`config.mk`:
```
export PLATFORM = sky130hd
export DESIGN_NAME = tdm_clkgen
export DESIGN_NICKNAME = d
export VERILOG_FILES = /design/src/rtl/tdm_clkgen_pkg.sv /design/src/rtl/tdm_clkgen_div.sv /design/src/rtl/tdm_clkgen_timer.sv /design/src/rtl/tdm_clkgen_edge.sv /design/src/rtl/tdm_clkgen.sv
export SDC_FILE = /design/constraint.sdc
export NUM_CORES = 1
export LEC_CHECK = 0
export CAP_MARGIN = 10
export CORE_MARGIN = 4
export CORE_UTILIZATION = 60
export CTS_CLUSTER_DIAMETER = 60
export DETAILED_ROUTE_END_ITERATION = 16
export PLACE_DENSITY = 0.81
export RECOVER_POWER = 50
export SETUP_SLACK_MARGIN = 0.2
export SLEW_MARGIN = 20
export SYNTH_ARGS = -nofsm -noshare
export SYNTH_HDL_FRONTEND = slang
export SYNTH_HIERARCHICAL = 1
export SYNTH_SLANG_ARGS = --single-unit
```
`constraint.sdc`:
```
create_clock -name clk_i -period 5.9 [get_ports clk_i]
set_clock_uncertainty 0.1 [all_clocks]
set_input_delay 0.59 -clock clk_i [delete_from_list [all_inputs] [get_ports clk_i]]
set_output_delay 0.59 -clock clk_i [all_outputs]
set_load 0.02 [all_outputs]
```
`src/rtl/tdm_clkgen_pkg.sv`:
```
package tdm_clkgen_pkg;
  typedef struct packed {
    logic       slave;
    logic       ratio_hi;
    logic       tdm;
    logic [1:0] sel;
  } clk_cfg_t;

  localparam clk_cfg_t CFG_RST = '0;
endpackage

```
`src/rtl/tdm_clkgen_div.sv`:
```
module tdm_clkgen_div
  import tdm_clkgen_pkg::*;
#(
  parameter int CORE_PER_MCLK = 2,
  parameter int RATIO_LO      = 256,
  parameter int RATIO_HI      = 384,
  parameter int SLOT_BITS     = 32,
  parameter int DW            = 4,
  parameter int FW            = 10
) (
  input  clk_cfg_t        cfg_i,
  output logic [DW-1:0]   div_o,
  output logic [FW-1:0]   fbits_o,
  output logic            ok_o
);
  localparam int N_KIND = 4;  // frame kinds: 2, 4, 8, 16 slots

  logic [DW-1:0] div_tab   [2*N_KIND];
  logic          ok_tab    [2*N_KIND];
  logic [FW-1:0] fbits_tab [N_KIND];

  for (genvar r = 0; r < 2; r++) begin : g_ratio
    for (genvar k = 0; k < N_KIND; k++) begin : g_kind
      localparam int NUM = CORE_PER_MCLK * ((r == 1) ? RATIO_HI : RATIO_LO);
      localparam int FB  = SLOT_BITS * (2 << k);
      localparam bit OK  = ((NUM % FB) == 0) && ((NUM / FB) >= 2);
      assign div_tab[r*N_KIND+k] = OK ? DW'(NUM / FB) : '0;
      assign ok_tab[r*N_KIND+k]  = OK;
    end
  end

  for (genvar k = 0; k < N_KIND; k++) begin : g_fbits
    assign fbits_tab[k] = FW'(SLOT_BITS * (2 << k));
  end

  logic [1:0] kind;
  always_comb begin
    if (!cfg_i.tdm)            kind = 2'd0;
    else if (cfg_i.sel == 2'b11) kind = 2'd2;
    else                       kind = cfg_i.sel + 2'd1;
  end

  assign div_o   = div_tab[{cfg_i.ratio_hi, kind}];
  assign ok_o    = ok_tab[{cfg_i.ratio_hi, kind}];
  assign fbits_o = fbits_tab[kind];
endmodule

```
`src/rtl/tdm_clkgen_timer.sv`:
```
module tdm_clkgen_timer #(
  parameter int DW = 4,
  parameter int FW = 10
) (
  input  logic          clk_i,
  input  logic          rst_ni,
  input  logic          run_i,
  input  logic          load_i,
  input  logic [DW-1:0] div_i,
  input  logic [FW-1:0] fbits_i,
  output logic [DW-1:0] mcnt_o,
  output logic [FW-1:0] bcnt_o,
  output logic [DW-1:0] mcnt_d_o,
  output logic [FW-1:0] bcnt_d_o,
  output logic          frame_end_o
);
  logic [DW-1:0] mcnt_q, mcnt_d;
  logic [FW-1:0] bcnt_q, bcnt_d;
  logic          mcnt_last, bcnt_last;

  assign mcnt_last = (mcnt_q == div_i - DW'(1));
  assign bcnt_last = (bcnt_q == fbits_i - FW'(1));

  always_comb begin
    mcnt_d = mcnt_q;
    bcnt_d = bcnt_q;
    if (load_i || !run_i) begin
      mcnt_d = '0;
      bcnt_d = '0;
    end else if (mcnt_last) begin
      mcnt_d = '0;
      bcnt_d = bcnt_last ? '0 : bcnt_q + FW'(1);
    end else begin
      mcnt_d = mcnt_q + DW'(1);
    end
  end

  always_ff @(posedge clk_i or negedge rst_ni) begin
    if (!rst_ni) begin
      mcnt_q <= '0;
      bcnt_q <= '0;
    end else begin
      mcnt_q <= mcnt_d;
      bcnt_q <= bcnt_d;
    end
  end

  assign mcnt_o      = mcnt_q;
  assign bcnt_o      = bcnt_q;
  assign mcnt_d_o    = mcnt_d;
  assign bcnt_d_o    = bcnt_d;
  assign frame_end_o = run_i && mcnt_last && bcnt_last;
endmodule

```
`src/rtl/tdm_clkgen_edge.sv`:
```
module tdm_clkgen_edge #(
  parameter int SYNC = 2
) (
  input  logic clk_i,
  input  logic rst_ni,
  input  logic d_i,
  output logic rise_o,
  output logic fall_o
);
  logic [SYNC:0] sh_q;

  always_ff @(posedge clk_i or negedge rst_ni) begin
    if (!rst_ni) sh_q <= '0;
    else         sh_q <= {sh_q[SYNC-1:0], d_i};
  end

  assign rise_o =  sh_q[SYNC-1] & ~sh_q[SYNC];
  assign fall_o = ~sh_q[SYNC-1] &  sh_q[SYNC];
endmodule

```
`src/rtl/tdm_clkgen.sv`:
```
module tdm_clkgen
  import tdm_clkgen_pkg::*;
#(
  parameter int CORE_PER_MCLK = 2,
  parameter int RATIO_LO      = 256,
  parameter int RATIO_HI      = 384,
  parameter int SLOT_BITS     = 32,
  parameter int SYNC          = 2
) (
  input  logic       clk_i,
  input  logic       rst_ni,
  input  logic       slave_i,
  input  logic       ratio_hi_i,
  input  logic       tdm_i,
  input  logic [1:0] tdm_sel_i,
  input  logic       ext_fclk_i,
  output logic       bclk_o,
  output logic       fclk_o,
  output logic       bclk_oe_o,
  output logic       fclk_oe_o,
  output logic       frame_start_o,
  output logic       unsupported_o
);
  localparam int MAX_DIV = CORE_PER_MCLK * RATIO_HI / (2 * SLOT_BITS);
  localparam int DW      = $clog2(MAX_DIV + 1);
  localparam int FW      = $clog2(SLOT_BITS * 16 + 1);

  clk_cfg_t      act_q, act_d, cfg_in;
  logic [DW-1:0] div_c, div_n, mcnt_q, mcnt_d;
  logic [FW-1:0] fbits_c, fbits_n, bcnt_q, bcnt_d;
  logic          ok_c, ok_n, run, run_n, load, frame_end;
  logic          ext_rise, ext_fall, slave_start;
  logic          bclk_q, fclk_q, oe_q, fs_q, unsup_q;
  logic          bclk_d, fclk_d, fs_d;

  assign cfg_in = '{slave: slave_i, ratio_hi: ratio_hi_i, tdm: tdm_i, sel: tdm_sel_i};

  // divide for the setting in force and for the one about to be
  tdm_clkgen_div #(
    .CORE_PER_MCLK(CORE_PER_MCLK), .RATIO_LO(RATIO_LO), .RATIO_HI(RATIO_HI),
    .SLOT_BITS(SLOT_BITS), .DW(DW), .FW(FW)
  ) u_div_cur (.cfg_i(act_q), .div_o(div_c), .fbits_o(fbits_c), .ok_o(ok_c));

  tdm_clkgen_div #(
    .CORE_PER_MCLK(CORE_PER_MCLK), .RATIO_LO(RATIO_LO), .RATIO_HI(RATIO_HI),
    .SLOT_BITS(SLOT_BITS), .DW(DW), .FW(FW)
  ) u_div_nxt (.cfg_i(act_d), .div_o(div_n), .fbits_o(fbits_n), .ok_o(ok_n));

  tdm_clkgen_edge #(.SYNC(SYNC)) u_edge (
    .clk_i(clk_i), .rst_ni(rst_ni), .d_i(ext_fclk_i),
    .rise_o(ext_rise), .fall_o(ext_fall)
  );

  assign run         = !act_q.slave && ok_c;
  assign slave_start = act_q.slave && (act_q.tdm ? ext_rise : ext_fall);

  always_comb begin
    if (act_q.slave) load = slave_start;
    else if (!ok_c)  load = 1'b1;
    else             load = frame_end;
  end

  assign act_d = load ? cfg_in : act_q;
  assign run_n = !act_d.slave && ok_n;

  tdm_clkgen_timer #(.DW(DW), .FW(FW)) u_timer (
    .clk_i(clk_i), .rst_ni(rst_ni), .run_i(run), .load_i(load),
    .div_i(div_c), .fbits_i(fbits_c),
    .mcnt_o(mcnt_q), .bcnt_o(bcnt_q), .mcnt_d_o(mcnt_d), .bcnt_d_o(bcnt_d),
    .frame_end_o(frame_end)
  );

  // outputs registered from next counter state
  always_comb begin
    bclk_d = run_n && (mcnt_d >= (div_n >> 1));
    if (!run_n)                     fclk_d = 1'b0;
    else if (!act_d.tdm)            fclk_d = (bcnt_d >= FW'(SLOT_BITS));
    else if (act_d.sel == 2'b11)    fclk_d = (bcnt_d < (fbits_n >> 1));
    else                            fclk_d = (bcnt_d == '0);
    fs_d = act_q.slave ? slave_start
                       : (run_n && (mcnt_d == '0) && (bcnt_d == '0));
  end

  always_ff @(posedge clk_i or negedge rst_ni) begin
    if (!rst_ni) begin
      act_q   <= CFG_RST;
      bclk_q  <= 1'b0;
      fclk_q  <= 1'b0;
      oe_q    <= 1'b0;
      fs_q    <= 1'b0;
      unsup_q <= 1'b0;
    end else begin
      act_q   <= act_d;
      bclk_q  <= bclk_d;
      fclk_q  <= fclk_d;
      oe_q    <= run_n;
      fs_q    <= fs_d;
      unsup_q <= !act_d.slave && !ok_n;
    end
  end

  assign bclk_o        = bclk_q;
  assign fclk_o        = fclk_q;
  assign bclk_oe_o     = oe_q;
  assign fclk_oe_o     = oe_q;
  assign frame_start_o = fs_q;
  assign unsupported_o = unsup_q;
endmodule

```
# Word level (Yosys, flattened, before mapping)
# Memories as Yosys holds them, arrays and structs flattened.
# Cells that the tools add are included.
[totals] ff_bits=27 rom_bits=80 input_bits=8 n_memories=4
[classes] n_addsub=6 order_cmp=7 eq_ne=4 mux=31 bitwise_logic=8 n_reduce_logical=16
[memory_table] memory="(no name shown)" words=8 word_bits=4 rd=1 rd_clocked_by_memory_dff=0 write_ports=0 line="tdm_clkgen_div.sv:43" text="assign div_o = div_tab[{cfg_i.ratio_hi, kind}];"
[memory_table] memory="(no name shown)" words=8 word_bits=4 rd=1 rd_clocked_by_memory_dff=0 write_ports=0 line="tdm_clkgen_div.sv:43"
[memory_table] memory="(no name shown)" words=8 word_bits=1 rd=1 rd_clocked_by_memory_dff=0 write_ports=0 line="tdm_clkgen_div.sv:44" text="assign ok_o = ok_tab[{cfg_i.ratio_hi, kind}];"
[memory_table] memory="(no name shown)" words=8 word_bits=1 rd=1 rd_clocked_by_memory_dff=0 write_ports=0 line="tdm_clkgen_div.sv:44"
[ops] op="two-way mux 10 bit" n=7
[ops] op="binary-select mux 10 bit (select 2 bit)" n=2
[ops] op="two-way mux 4 bit" n=6
[ops] op="two-way mux 1 bit" n=11
[ops] op="adder 10 x 1 -> 10 bit (second input constant)" n=1
[ops] op="== test 10 bit" n=1
[ops] op=">= comparator 10 x 6 -> 1 bit (second input constant)" n=1
[ops] op="zero test 10 bit" n=1
[ops] op="< comparator 10 x 9 -> 1 bit" n=1
[ops] op="subtractor 10 x 1 -> 10 bit (second input constant)" n=1
[ops] op="logical AND 1 bit" n=9
[ops] op=">= comparator 4 bit (second input constant)" n=2
[ops] op="two-way mux 2 bit" n=4
[ops] op="inverter 3 -> 4 bit" n=2
[ops] op=">= comparator 3 bit (second input constant)" n=2
[ops] op="inverter 2 -> 3 bit" n=2
[ops] op="two-way mux 5 bit" n=1
[ops] op="adder 2 x 1 -> 2 bit (second input constant)" n=2
[ops] op="adder 4 x 1 -> 4 bit (second input constant)" n=1
[ops] op="== test 2 bit (second input constant)" n=2
[ops] op="== test 4 bit" n=1
[ops] op=">= comparator 4 x 3 -> 1 bit" n=1
[ops] op="zero test 1 bit" n=4
[ops] op="zero test 4 bit" n=1
[ops] op="other kinds (4)" n=6

# Depth between registers and ports, before layout
[logic_depth] depth_word=25 mapped_depth=25 ltp_nobuf=25

# Modules after synthesis
# The synthesis kept the hierarchy.
[by_module_without_submodules] mod="tdm_clkgen_timer" n_inst=1 cells_per_inst=121 area_per_inst_um2=1129.8
[by_module_without_submodules] mod="tdm_clkgen" n_inst=1 cells_per_inst=84 area_per_inst_um2=793.3
[by_module_without_submodules] mod="tdm_clkgen_div at u_div_cur" n_inst=1 cells_per_inst=22 area_per_inst_um2=162.7
[by_module_without_submodules] mod="tdm_clkgen_div at u_div_nxt" n_inst=1 cells_per_inst=22 area_per_inst_um2=160.2
[by_module_without_submodules] mod="tdm_clkgen_edge" n_inst=1 cells_per_inst=5 area_per_inst_um2=90.1

# Least setup slack after synthesis
# OpenSTA, ideal clock, no wires.
[synth_path] path_type="reg2reg" start="reg act_q[0] in the netlist's numbering" end="reg fclk_q (netlist: fclk_o)" arrival_ns=4.850 required_time_ns=5.723 path_slack_ns=0.872 path_stages_with_launch=23 path_buffers=1 period_less_slack_ns=5.028 path_cell_list="dfrtp_1 -> o21a_4 -> ha_1 -> a21oi_1 -> inv_1 -> ha_1 -> xor2_1 -> nand2_1 -> nor3_4 -> nand4_2 -> a2111oi_2 -> and2_2 -> nor3b_2 -> a21oi_2 -> or2b_1 -> dlygate4sd3_1 -> nor3_1 -> ha_1 -> a21o_1 -> a211oi_1 -> o21ai_0 -> a21o_1 -> a21oi_1"
[synth_via] word_cells_on_any_way=50
[synth_lines] element="start: declaration" line="tdm_clkgen.sv:28" text="clk_cfg_t act_q, act_d, cfg_in;"
[synth_lines] element="start signal: assignment" line="tdm_clkgen.sv:93" text="act_q <= act_d;"
[synth_lines] element="adder 2 x 1 -> 2 bit or == test 2 bit (tied branches)" line="tdm_clkgen_div.sv:40, tdm_clkgen_div.sv:39"
[synth_lines] element="two-way mux 2 bit (*)" line="tdm_clkgen_div.sv:39" text="else if (cfg_i.sel == 2'b11) kind = 2'd2;"
[synth_lines] element="two-way mux 2 bit (*)" line="tdm_clkgen_div.sv:38" text="if (!cfg_i.tdm) kind = 2'd0;"
[synth_lines] element="inverter 3 -> 4 bit (not written as such) (*)" line="tdm_clkgen_div.sv:43"
[synth_lines] element="memory (8 x 4 bit) (*)"
[synth_lines] element="two-way mux 4 bit (not written as such) (*) (2 in a row)" line="tdm_clkgen_div.sv:43"
[synth_lines] element="named net div_c[1]" line="tdm_clkgen.sv:29" text="logic [DW-1:0] div_c, div_n, mcnt_q, mcnt_d;"
[synth_lines] element="subtractor 4 x 1 -> 4 bit (*)" line="tdm_clkgen_timer.sv:21" text="assign mcnt_last = (mcnt_q == div_i - DW'(1));"
[synth_lines] element="[... 3 more ...]"
[synth_lines] element="named net frame_end" line="tdm_clkgen.sv:31" text="logic ok_c, ok_n, run, run_n, load, frame_end;"
[synth_lines] element="[... 2 more ...]"
[synth_lines] element="named net load" line="tdm_clkgen.sv:31"
[synth_lines] element="logical OR 1 bit (*)" line="tdm_clkgen_timer.sv:27" text="if (load_i || !run_i) begin"
[synth_lines] element="two-way mux 10 bit (*)" line="tdm_clkgen_timer.sv:27"
[synth_lines] element="named net bcnt_d[7]" line="tdm_clkgen.sv:30" text="logic [FW-1:0] fbits_c, fbits_n, bcnt_q, bcnt_d;"
[synth_lines] element="< comparator 10 x 9 -> 1 bit or zero test 10 bit (tied branches)" line="tdm_clkgen.sv:78, tdm_clkgen.sv:79"
[synth_lines] element="two-way mux 1 bit" line="tdm_clkgen.sv:78" text="else if (act_d.sel == 2'b11) fclk_d = (bcnt_d < (fbits_n >> 1));"
[synth_lines] element="two-way mux 1 bit (*)" line="tdm_clkgen.sv:77" text="else if (!act_d.tdm) fclk_d = (bcnt_d >= FW'(SLOT_BITS));"
[synth_lines] element="two-way mux 1 bit (*)" line="tdm_clkgen.sv:76" text="if (!run_n) fclk_d = 1'b0;"
[synth_lines] element="named net fclk_d" line="tdm_clkgen.sv:34" text="logic bclk_d, fclk_d, fs_d;"
[synth_lines] element="end signal: assignment" line="tdm_clkgen.sv:95" text="fclk_q <= fclk_d;"
[synth_lines] element="end: declaration" line="tdm_clkgen.sv:33" text="logic bclk_q, fclk_q, oe_q, fs_q, unsup_q;"
# Mark *: on every way through the listed nets, which the timed path passes. The rest lies on a longest branch. The select of a mux whose other input is x is not followed.

==> reports/results.txt <==
Sw Ratio - 46.8%
DRT iter0 DRCs - 95
Highest-count cells in the layout ignoring fill and taps - dfrtp_1 (27), inv_1 (24), ha_1 (23)
FILL cells - 301
Cell Chain, Critical Path - o21a_4, ha_1, a21oi_1, inv_1, ha_1, xor2_1, nand2_1, nor3_4, nand4_2, a2111oi_2, and2_2, nor3b_2, a21oi_2, mux2_1, nand2b_1, ha_1, inv_1, ha_1, a21o_1, a211oi_1, o21ai_0, a21o_1, a21oi_1
Layout cells sized above 1 - 9.54%
Most numerous cell on the critical path - ha_1
CP startpoint - act_q[0]$_DFF_PN0_
Initial antenna violation count - 0
Ant diodes - 0
CP max-delay cell - dfrtp_1
Initial core utilization - 63.0%
Pint - 0.559 mW
Gate Count Post-Synth - 252
Actual slew at the worst max-slew pin - 1440 ps
First-pass GRT wire length - 7160 um
Setup Viol. Count Final - 0
Final #Nets - 294
Port Buffers - 13
Area of the core - 0.00369 sq mm
Logic pwr share - 65.2%
DIE WIDTH - 70.2 um
PwrDens - 425 mW/mm^2
Hold crit path type - reg -> reg
Routed WL per cell - 14.0 um
CTS H-Tree Depth - 1
Post-DP HPWL - 3460 um
Crit path time final - 5070 ps
Yosys warnings - 6
Gr usage total - 17.9%
Clock share of power - 10.5%
WP data required - 6000 ps
Critical Path Source Type - flip-flop
Area Growth Syn to Fin - 6.47%
Max Cap Violations - 0
Largest delay share family, worst path - compound AO/OA/AOI/OAI gates
Die height - 70.2 um
Total congestion overflow - 0
Setup Total Neg Slack - 0 ps
CTS clk-pin slew, worst paths - 100 ps
Die area - 0.00493 sq mm
I/O Pins - 14
FF-to-FF End - fclk_o$_DFF_PN0_
DRC - 0
Leak pwr - 1.09 nW
Cell Area, Synth - 0.00232 sq mm
Vias in the first global route - 1586
Net Switching - 0.492 mW
Routed vias/inst - 5.55
Final wirelength - 4330 um
Via count - 1720
Hold Fails Final Rpt - 0
Fmax achieved - 197 MHz
Crit path depth - 23
Buf/Inv on CP - 2
CTS tree - built
Root Buffer - clkbuf_8
Quantity of gates resized following cts - 0
CP Capture Type - flip-flop
Reg2Reg Depth - 23
Num CTS Buffers - 3
1st-pass router iterations - 4
Crit-path max cell delay - 430 ps
CP Capture Point - fclk_o$_DFF_PN0_
Sequential cell fraction of total power - 24.4%
Fin. max-slew vios - 0
Row count - 22
Routed Antenna Nets - 0
CTS sink count - 27
Max-slew headroom - 4.04%
Critical R2R Launch - act_q[0]$_DFF_PN0_
Most common cell after layout, fill and taps aside - dfrtp_1
Status - finished, final reports clean
CP Class - reg -> reg
RSZ-0062 raised after global routing - false
GP Congestion - 0.794
Clk_lat worst skew - 280 ps
Peak supply drop - 0.000216 V
Period utilization - 85.9%
R2R Setup Slk - 830 ps
CP Data Arrival Time - 5180 ps
Fin util - 67.0%
Largest net degree at the start of global routing - 28
Worst-path maximum fanout - 5
CTS Buffer Depth - 2
Mean Syn Cell Area - 9.22 sq um
-- state kept, by name, summed over array words and instances (netlist names) --
signal          count
u_timer/bcnt_o     10
act_q               5
u_timer/mcnt_o      4
u_edge/sh_q         3
bclk_o              1
bclk_oe_o           1
fclk_o              1
frame_start_o       1
unsupported_o       1
-- power by group through the flow --
stage | combinational [mW] | clock (mW) | sequential [mW]
global route | 0.763 | 0.121 | 0.261
finish | 0.685 | 0.110 | 0.256
CTS | 0.685 | 0.111 | 0.256
detailed placement | 0.680 | 0 | 0.260
global placement | 0.657 | 0 | 0.258
floorplan | 0.558 | 0 | 0.258
-- metal layers --
| metal | track usage, % | vias to the layer above | part of all wire [%] |
|---|---|---|---|
| li1 | - | 865 | - |
| met1 | 25.7 | 831 | 50 |
| met2 | 29.0 | 19 | 47 |
| met3 | 1.44 | 5 | 1.7 |
| met4 | 4.47 | 0 | 1.1 |
| met5 | 0 | - | 0 |
-- area by class of cell --
type	count	area [sq um]	area share [%]
multi-input combinational	190	1450	58.5
clock buffer	3	41.3	1.67
inverter	25	93.8	3.80
timing repair buffer	16	149	6.02
sequential	27	676	27.3
tap	48	60.1	2.43
clock inverter	1	7.51	0.304
-- how the worst min path moves through the flow --
stage | startpoint | end | slack (ps) | cells after the start
3_5_place_dp | u_edge/sh_q[0]$_DFF_PN0_ | u_edge/sh_q[1]$_DFF_PN0_ | 250 | 0
4_1_cts | u_edge/sh_q[0]$_DFF_PN0_ | u_edge/sh_q[1]$_DFF_PN0_ | 270 | 0
3_3_place_gp | u_edge/sh_q[0]$_DFF_PN0_ | u_edge/sh_q[1]$_DFF_PN0_ | 240 | 0
5_1_grt | u_edge/sh_q[0]$_DFF_PN0_ | u_edge/sh_q[1]$_DFF_PN0_ | 290 | 0
6_report | u_edge/sh_q[0]$_DFF_PN0_ | u_edge/sh_q[1]$_DFF_PN0_ | 270 | 0
2_1_floorplan | rst_ni | act_q[0]$_DFF_PN0_ | 190 | 0
-- per-stage QoR --
step                      cell area [sq um]  instances  setup WS, ps  power (mW)  hold WS [ps]
after floorplan                        2360        261           872       0.817           194
after global placement                 2420        305           732       0.916           242
after detailed placement               2420        305           605       0.940           251
after CTS                              2470        309           556        1.05           274
after global routing                   2470        310           352        1.15           290
final                                  2470        310           829        1.05           270
-- repair_timing --
action                     CTS  global route
setup endpoints to repair    0             2
hold buffers                 0             0
setup buffers                0             1
No activity file was read; power rests on OpenSTA's default activity.
